<file path="config.mk">
export PLATFORM = sky130hd
export DESIGN_NAME = boot_prot_dec
export DESIGN_NICKNAME = d
export VERILOG_FILES = /design/src/rtl/bpd_pkg.sv /design/src/rtl/bpd_fetch.sv /design/src/rtl/bpd_decode.sv /design/src/rtl/bpd_gate.sv /design/src/rtl/boot_prot_dec.sv
export SDC_FILE = /design/constraint.sdc
export NUM_CORES = 1
export LEC_CHECK = 0
export ABC_AREA = 1
export BUFFER_PORTS_ARGS = -buffer_cell sky130_fd_sc_hd__buf_2
export CORE_MARGIN = 3
export CORE_UTILIZATION = 35
export DETAILED_ROUTE_END_ITERATION = 10
export PLACE_DENSITY = 0.76
export SLEW_MARGIN = 15
export SYNTH_ARGS = -nofsm -noshare
export SYNTH_HDL_FRONTEND = slang
export SYNTH_SLANG_ARGS = --single-unit
</file>
<file path="constraint.sdc">
create_clock -name clk -period 1.1 [get_ports clk]
set_input_delay 0.165 -clock clk [delete_from_list [all_inputs] [get_ports clk]]
set_output_delay 0.165 -clock clk [all_outputs]
set_load 0.1 [all_outputs]
</file>
<file path="src/rtl/bpd_pkg.sv">
package bpd_pkg;
  typedef enum logic [1:0] {
    MODE_NORMAL = 2'b00,
    MODE_ISP    = 2'b01,
    MODE_DEV    = 2'b10
  } boot_mode_e;

  localparam logic [1:0] SRC_CPU = 2'd0;

  // Field positions inside the protection word (decoded by this block)
  localparam int WP_LSB    = 13;
  localparam int RP_LSB    = 10;
  localparam int ISP_LSB   = 7;
  localparam int BLANK_LSB = 4;
  localparam int BSZ_LSB   = 1;

  typedef struct packed {
    logic       wr_ok;
    logic       rd_ok;
    logic       isp_code;
    logic       blank;
    logic [2:0] blocks;
  } cfg_vote_t;

  function automatic logic maj3(input logic [2:0] v);
    return (v[0] & v[1]) | (v[0] & v[2]) | (v[1] & v[2]);
  endfunction
endpackage

</file>
<file path="src/rtl/bpd_fetch.sv">
module bpd_fetch #(
  parameter int WORD_W = 16
) (
  input  logic              clk,
  input  logic              rst_n,
  input  logic              env0,
  input  logic              env1,
  output logic              info_req,
  input  logic              info_ready,
  input  logic [WORD_W-1:0] info_rdata,
  output logic              config_valid,
  output logic [WORD_W-1:0] cfg_word,
  output logic [1:0]        env_q
);
  logic              done_q, done_d;
  logic              envt_q, envt_d;
  logic              word_en, env_en;
  logic [WORD_W-1:0] word_q;
  logic [1:0]        envs_q;

  always_comb begin
    word_en = !done_q && info_ready;
    env_en  = !envt_q;
    done_d  = done_q | word_en;
    envt_d  = 1'b1;
  end

  always_ff @(posedge clk or negedge rst_n) begin
    if (!rst_n) begin
      done_q <= 1'b0;
      envt_q <= 1'b0;
    end else begin
      done_q <= done_d;
      envt_q <= envt_d;
    end
  end

  always_ff @(posedge clk or negedge rst_n) begin
    if (!rst_n) begin
      word_q <= '0;
    end else if (word_en) begin
      word_q <= info_rdata;
    end
  end

  always_ff @(posedge clk or negedge rst_n) begin
    if (!rst_n) begin
      envs_q <= 2'b00;
    end else if (env_en) begin
      envs_q <= {env1, env0};
    end
  end

  assign info_req     = !done_q;
  assign config_valid = done_q;
  assign cfg_word     = word_q;
  assign env_q        = envs_q;
endmodule

</file>
<file path="src/rtl/bpd_decode.sv">
module bpd_decode
  import bpd_pkg::*;
#(
  parameter int ADDR_W      = 16,
  parameter int BLOCK_BYTES = 1024
) (
  input  logic [15:1]       word,
  input  logic [1:0]        env_q,
  output cfg_vote_t         vote,
  output boot_mode_e        mode,
  output logic [ADDR_W-1:0] start_addr,
  output logic              hold
);
  localparam int BLK_SHIFT = $clog2(BLOCK_BYTES);

  logic [ADDR_W-1:0] code_start;
  logic              no_boot;

  always_comb begin
    vote.wr_ok    = maj3(word[WP_LSB+:3]);
    vote.rd_ok    = maj3(word[RP_LSB+:3]);
    vote.isp_code = maj3(word[ISP_LSB+:3]);
    vote.blank    = maj3(word[BLANK_LSB+:3]);
    vote.blocks   = ~word[BSZ_LSB+:3];
    no_boot       = (vote.blocks == 3'd0);
    code_start    = ADDR_W'(vote.blocks) << BLK_SHIFT;
  end

  always_comb begin
    mode       = MODE_NORMAL;
    start_addr = '0;
    case (env_q)
      2'b00: begin
        mode       = MODE_DEV;
        start_addr = '0;
      end
      2'b10: begin
        mode       = MODE_ISP;
        start_addr = code_start;
      end
      default: begin
        if (vote.isp_code) begin
          mode       = vote.blank ? MODE_ISP : MODE_NORMAL;
          start_addr = code_start;
        end
      end
    endcase
    hold = (mode == MODE_ISP) && no_boot;
  end
endmodule

</file>
<file path="src/rtl/bpd_gate.sv">
module bpd_gate
  import bpd_pkg::*;
#(
  parameter int DATA_W = 16
) (
  input  logic              clk,
  input  logic              rst_n,
  input  logic              config_valid,
  input  logic              rd_ok,
  input  logic              wr_ok,
  input  logic              acc_valid,
  input  logic [1:0]        acc_src,
  input  logic              acc_write,
  input  logic [DATA_W-1:0] flash_rdata,
  output logic              flash_en,
  output logic [DATA_W-1:0] acc_rdata,
  output logic              access_violation
);
  logic allowed;
  logic viol_d, viol_q;

  always_comb begin
    if (!config_valid) begin
      allowed = 1'b0;
    end else if (acc_write) begin
      allowed = wr_ok;
    end else begin
      allowed = (acc_src == SRC_CPU) || (rd_ok && wr_ok);
    end
    flash_en  = acc_valid && allowed;
    acc_rdata = (flash_en && !acc_write) ? flash_rdata : '0;
    viol_d    = acc_valid && !allowed;
  end

  always_ff @(posedge clk or negedge rst_n) begin
    if (!rst_n) begin
      viol_q <= 1'b0;
    end else begin
      viol_q <= viol_d;
    end
  end

  assign access_violation = viol_q;
endmodule

</file>
<file path="src/rtl/boot_prot_dec.sv">
module boot_prot_dec
  import bpd_pkg::*;
#(
  parameter int          INFO_AW     = 8,
  parameter logic [7:0]  PROT_ADDR   = 8'hFE,
  parameter int          ADDR_W      = 16,
  parameter int          DATA_W      = 16,
  parameter int          BLOCK_BYTES = 1024
) (
  input  logic               clk,
  input  logic               rst_n,
  input  logic               env0,
  input  logic               env1,
  output logic               info_req,
  output logic [INFO_AW-1:0] info_addr,
  input  logic               info_ready,
  input  logic [15:0]        info_rdata,
  output logic               config_valid,
  output logic [15:0]        cfg_word,
  output logic [1:0]         start_mode,
  output logic [ADDR_W-1:0]  start_addr,
  output logic               cpu_run,
  input  logic               acc_valid,
  input  logic [1:0]         acc_src,
  input  logic               acc_write,
  input  logic [DATA_W-1:0]  flash_rdata,
  output logic               flash_en,
  output logic [DATA_W-1:0]  acc_rdata,
  output logic               access_violation
);
  logic [1:0] env_q;
  cfg_vote_t  vote;
  boot_mode_e mode;
  logic       hold;

  bpd_fetch #(.WORD_W(16)) u_fetch (
    .clk(clk), .rst_n(rst_n), .env0(env0), .env1(env1),
    .info_req(info_req), .info_ready(info_ready), .info_rdata(info_rdata),
    .config_valid(config_valid), .cfg_word(cfg_word), .env_q(env_q)
  );

  bpd_decode #(.ADDR_W(ADDR_W), .BLOCK_BYTES(BLOCK_BYTES)) u_dec (
    .word(cfg_word[15:1]), .env_q(env_q), .vote(vote), .mode(mode),
    .start_addr(start_addr), .hold(hold)
  );

  bpd_gate #(.DATA_W(DATA_W)) u_gate (
    .clk(clk), .rst_n(rst_n), .config_valid(config_valid),
    .rd_ok(vote.rd_ok), .wr_ok(vote.wr_ok), .acc_valid(acc_valid),
    .acc_src(acc_src), .acc_write(acc_write), .flash_rdata(flash_rdata),
    .flash_en(flash_en), .acc_rdata(acc_rdata),
    .access_violation(access_violation)
  );

  assign info_addr  = INFO_AW'(PROT_ADDR);
  assign start_mode = mode;
  assign cpu_run    = config_valid && !hold;
endmodule

</file>
* Word-level counts from Yosys, hierarchy flattened *
Cells that the tools add are included.

storage, ports and cells
  bits in read-only memories = 0
  bits in latches = 0
  logic and storage cells = 52
  RAM bits = 0
  register bits after elaboration = 21
  memories kept = 0

operators by class
  bitwise logic cells = 22
  $lt $le $gt $ge = 0
  equal/unequal tests = 2
  shift-type cells = 0
  div/mod/pow operators = 0
  multipliers = 0
  $add $sub $neg = 0
  reduce and logical (&&, ||, !) cells = 15
  mux-type cells = 8

operator list
  kind                count
  $pmux 16 s2         1
  $mux 16             1
  $mux 13             1
  $and 1x1->1         12
  $or 1x1->1          9
  $logic_and 1x1->1   7
  $logic_not 1->1     4
  $logic_not 2->1     2
  $pmux 2 s2          1
  $logic_not 3->1     1
  $mux 1              3
  $not 3->3           1
  $eq 2x1->1 const B  1
  $eq 2x2->1 const B  1
  $mux 2              1
  $logic_or 1x1->1    1

* Logic depth before layout (Yosys ltp) *
  word-level depth = 10
  mapped depth = 7

* Modules after synthesis *
Synthesis repeated with hierarchy kept, for this count alone.

second synthesis, totals
  cells, all modules = 185
  area total of the unflattened synthesis = 1,367.6 µm²

modules (own cells, without submodules)
  module         area an instance (µm²)  cells each  instances
  bpd_fetch      788.3                   82          1
  bpd_decode     255.2                   47          1
  bpd_gate       246.5                   44          1
  boot_prot_dec  77.6                    12          1

* Worst setup path before layout *
No wires, ideal clock.

  path type = register to output
  start = reg u_fetch.envs_q[0] (netlist: u_fetch.env_q[0])
  end = out cpu_run
  arrival time = 3.277 ns
  setup slack = -2.342 ns
  path buffers = 0
  required time = 0.935 ns
  cell stages (with the launch flop) = 6
  cell sequence = dfrtp_1 nor2_1 inv_1 nand3_1 nor2_1 nor2_1

between the ends
  longest elaborated chain between the ends = 6
  elaborated cells on any way between the ends = 7
  those cells by class = 2 x eq/ne; 1 x mux; 4 x reduce/logical

ends and longest elaborated chain
  element                                               line                 RTL
  start, declared                                       bpd_fetch.sv:19      logic [1:0] envs_q;
  start signal, assigned                                bpd_fetch.sv:50      envs_q <= {env1, env0};
  $eq 2x2->1 / $logic_not 2->1 (equally long branches)  bpd_decode.sv:32     case (env_q)
  $pmux 2 s2 *                                          bpd_decode.sv:32
  net start_mode[1]                                     boot_prot_dec.sv:20  output logic [1:0] start_mode,
  $eq 2x1->1 *                                          bpd_decode.sv:48     hold = (mode == MODE_ISP) && no_boot;
  $logic_and 1x1->1 *                                   bpd_decode.sv:48
  $logic_not 1->1 *                                     boot_prot_dec.sv:57  assign cpu_run = config_valid && !hold;
  $logic_and 1x1->1 *                                   boot_prot_dec.sv:57
  end, declared                                         boot_prot_dec.sv:22  output logic cpu_run,

Mark *: on every way through the listed nets, which the timed path passes. The rest lies on a longest branch.

* Worst setup path in the final report *
  start = reg u_fetch.word_q[12] (netlist: u_fetch.cfg_word[12])
  end = out flash_en

between the ends
  longest elaborated chain between the ends = 8
  elaborated cells on any way between the ends = 9
  those cells by class = 2 x mux; 4 x bitwise; 3 x reduce/logical

ends and longest elaborated chain
  element                 line                 RTL
  start, declared         bpd_fetch.sv:18      logic [WORD_W-1:0] word_q;
  start signal, assigned  bpd_fetch.sv:42      word_q <= info_rdata;
  $and 1x1->1             bpd_pkg.sv:26        return (v[0] & v[1]) | (v[0] & v[2]) | (v[1] & v[2]);
  $or 1x1->1              bpd_pkg.sv:26
  $or 1x1->1 *            bpd_pkg.sv:26
  $logic_and 1x1->1 *     bpd_gate.sv:28       allowed = (acc_src == SRC_CPU) || (rd_ok && wr_ok);
  $logic_or 1x1->1 *      bpd_gate.sv:28
  $mux 1 *                bpd_gate.sv:25       end else if (acc_write) begin
  $mux 1 *                bpd_gate.sv:23       if (!config_valid) begin
  $logic_and 1x1->1 *     bpd_gate.sv:30       flash_en = acc_valid && allowed;
  end, declared           boot_prot_dec.sv:27  output logic flash_en,

Mark *: on every way between the ends. The rest lies on a longest branch, timed or not.

==> results.py <==
metrics = {
    "yosys": {
        "ys_ff_latch": 21,
        "synth_area_mm2": 0.00126,
        "synth_top_family_by_area": "buffers and inverters",
        "yosysUniqueCellTypes": 18,
        "synth-simple-area-share": 0.155,
        "synth_fa_ha_area_frac": 0,
        "ys_warn_count": 0,
        "avgSynthCellArea_um2": 9.37,
        "synth_top_area_frac": 0.415,
        "ys_top_cells_by_area": "dfrtp_1 (42%), buf_4 (12%), mux2_4 (12%), nor2_1 (7.4%), inv_1 (6.2%)",
        "yosys.area.top_type": "dfrtp_1",
        "synthCells": 135,
        "yosysSeqAreaShare": 0.415,
        "synth_xor_area_frac": 0,
        "synth-compound-area-share": 0.0277,
        "muxShareOfSynthArea": 0.181,
    },
    "die": {
        "io_pins": 104,
        "start_util": 0.370,
        "dieWidth_um": 66.1,
        "core_mm2": 0.00342,
        "die_area_mm2": 0.00437,
        "fp-row-count": 21,
        "die_h_um": 66.1,
    },
    "critical_path": {
        "crit_path_start": "u_fetch.cfg_word[12]",
        "critPathCaptureType": "primary output",
        "rr_startpoint": "u_fetch.cfg_word[12]",
        "crit_family": "flip-flops",
        "slowest_stage": "dfrtp_4",
        "cp_slowest_stage_delay_ns": 0.53,
        "reg2reg_to": "u_gate.access_violation",
        "path_buf_inv": 3,
        "crit_path_start_kind": "register",
        "worstPathCellList": "a21oi_2, nand2_1, nand2_1, nand2_2, buf_4, buf_6, nand2_4, nor2_4, buf_12",
        "critPathMaxFanout": 3,
        "worstRegToRegCells": 7,
        "timing_worst_setup_path_type": "reg -> out",
        "endpoint": "flash_en",
        "worstPathRequired_ns": 0.94,
        "reg2reg_slack_ns": -0.40,
        "crit_top_cell": "nand2_1",
        "worstSetupPathDepth": 9,
        "critPathArrivalTime_ns": 1.90,
    },
    "clock_network": {
        "cts_tree": "yes",
        "h-tree-depth": 1,
        "clk_latency_ns": 0.32,
        "numCtsBuffers": 3,
        "clk_pin_slew_ns": 0.13,
        "clockBufferDepth": 2,
        "root_buffer": "clkbuf_4",
        "cts.sinks": 21,
    },
    "layout": {
        "post-route-util": 0.865,
        "layout-drive-gt1-share": 0.759,
        "antenna_cells": 0,
        "synthToLayoutAreaGrowth_pct": 134,
        "fin_area_mm2": 0.00295,
        "mostFrequentLayoutCells": "buf_12 (43), buf_2 (40), nor2_4 (22), conb_1 (22), buf_6 (20)",
        "final_common_cell": "buf_12",
        "nets": 295,
    },
    "sta": {
        "setup_viol": 58,
        "drv_slew": 0,
        "finalSetupTns_ns": -27.04,
        "max_clock_freq_mhz": 484,
        "timing.final.crit_share": 1.88,
        "hold_viol_final": 0,
        "fin_ws_ns": -0.965,
        "timing.final.crit_period_ns": 2.06,
        "skew_ns": 0.0119,
        "grt_setup_unrepaired": "true",
    },
    "placement": {
        "hpwl_um": 3160,
        "portBuffers": 82,
        "gp_congestion": 0.767,
        "placed_cell_area_mm2": 0.00265,
    },
    "run_status": {
        "failed_checks": "negative setup slack",
        "outcome": "finished, violations left",
    },
    "detailed_routing": {
        "routed_wl_um": 5860,
        "drtPass1Iterations": 4,
        "ant_nets": 0,
        "viasPerCell": 4.70,
        "wl_per_cell_um": 19.6,
        "routed-via-count": 1406,
        "drt_iter0_drc": 65,
        "post-route-drc-count": 0,
    },
    "worst_hold_path": {
        "hold_class": "in -> reg",
    },
    "power_and_ir_drop": {
        "power.density_mw_per_mm2": 1140,
        "ir_worst_vdd_v": 0.00104,
        "fin_total_pwr_mw": 3.38,
        "power.leakage_nw": 1.43,
    },
    "global_route": {
        "grt_max_degree": 22,
        "gr-usage-all-layers": 0.238,
        "grt_pass1_vias": 1409,
        "antenna_found_initial": 0,
        "grt_pass1_wl_um": 7640,
        "grt-ovfl-total": 0,
    },
    "run": {
        "maxCapViolations": 0,
    },
}
[layer usage]
metal  share of wire  track usage
met1            0.33        0.266
met2            0.57        0.460
met3           0.078       0.0391
met4           0.028       0.0558
met5               0            0
[worst min path at each step]
stage | end | slack, ns | startpoint | cells after the start
final | u_fetch.cfg_word[0] | 0.07 | info_rdata[0] | 2
after global routing | u_fetch.cfg_word[0] | 0.06 | info_rdata[0] | 2
after CTS | u_fetch.cfg_word[0] | 0.07 | info_rdata[0] | 2
after detailed placement | u_fetch.cfg_word[9] | 0.14 | rst_n | 1
after global placement | u_fetch.cfg_word[9] | 0.14 | rst_n | 1
after floorplan | u_fetch.cfg_word[0] | -0.13 | rst_n | 0
[cell families after synthesis]
| logic type | count (synthesis) |
|---|---|
| and+or+nand+nor | 43 |
| DFF | 21 |
| AOI/OAI and AO/OA | 7 |
| muxes | 17 |
| buffers and inverters | 45 |
| other | 2 |
[state kept, by name, summed over array words and instances, names as in the netlist]
| signal | count |
|---|---|
| u_fetch.cfg_word | 16 |
| u_fetch.env_q | 2 |
| u_fetch.envt_q | 1 |
| u_fetch.config_valid | 1 |
| u_gate.access_violation | 1 |
[cell type report]
type | count | area [µm²]
inverter | 22 | 91.3
tap | 46 | 57.6
clock inverter | 1 | 5.00
timing repair buffer | 116 | 1410
sequential | 21 | 568
clock buffer | 3 | 22.5
multi-input combinational | 90 | 798
fill | 149 | 462
[per-stage QoR]
step	worst slack (ns)	instances	hold WS, ns
after floorplan	-0.961	155	-0.131
after global placement	-0.350	284	0.138
after detailed placement	-0.440	284	0.143
after CTS	-0.786	295	0.0682
after global routing	-0.990	299	0.0563
final	-0.965	299	0.0677
[timing repair]
action                     CTS  global route
hold buffers                 1             0
setup buffers                5             9
pin swaps                    9             5
hold endpoints to repair    21             0
cloned                       2             0
resized for setup           31            19
setup endpoints to repair   57            58
[cell usage after synthesis (all sizes together)]
master,instances
o21ai,3
conb,2
buf,23
nand4,1
nand2,12
a21oi,4
inv,22
dfrtp,21
nor2,25
or2,1
nand3,4
mux2,17
[power breakdown]
group | switching (mW) | internal (mW) | total, mW
Clock | 0.263 | 0.136 | 0.400
Sequential | 0.0761 | 0.856 | 0.932
Combinational | 1.37 | 0.680 | 2.05
(Power assumes the default switching activity.)
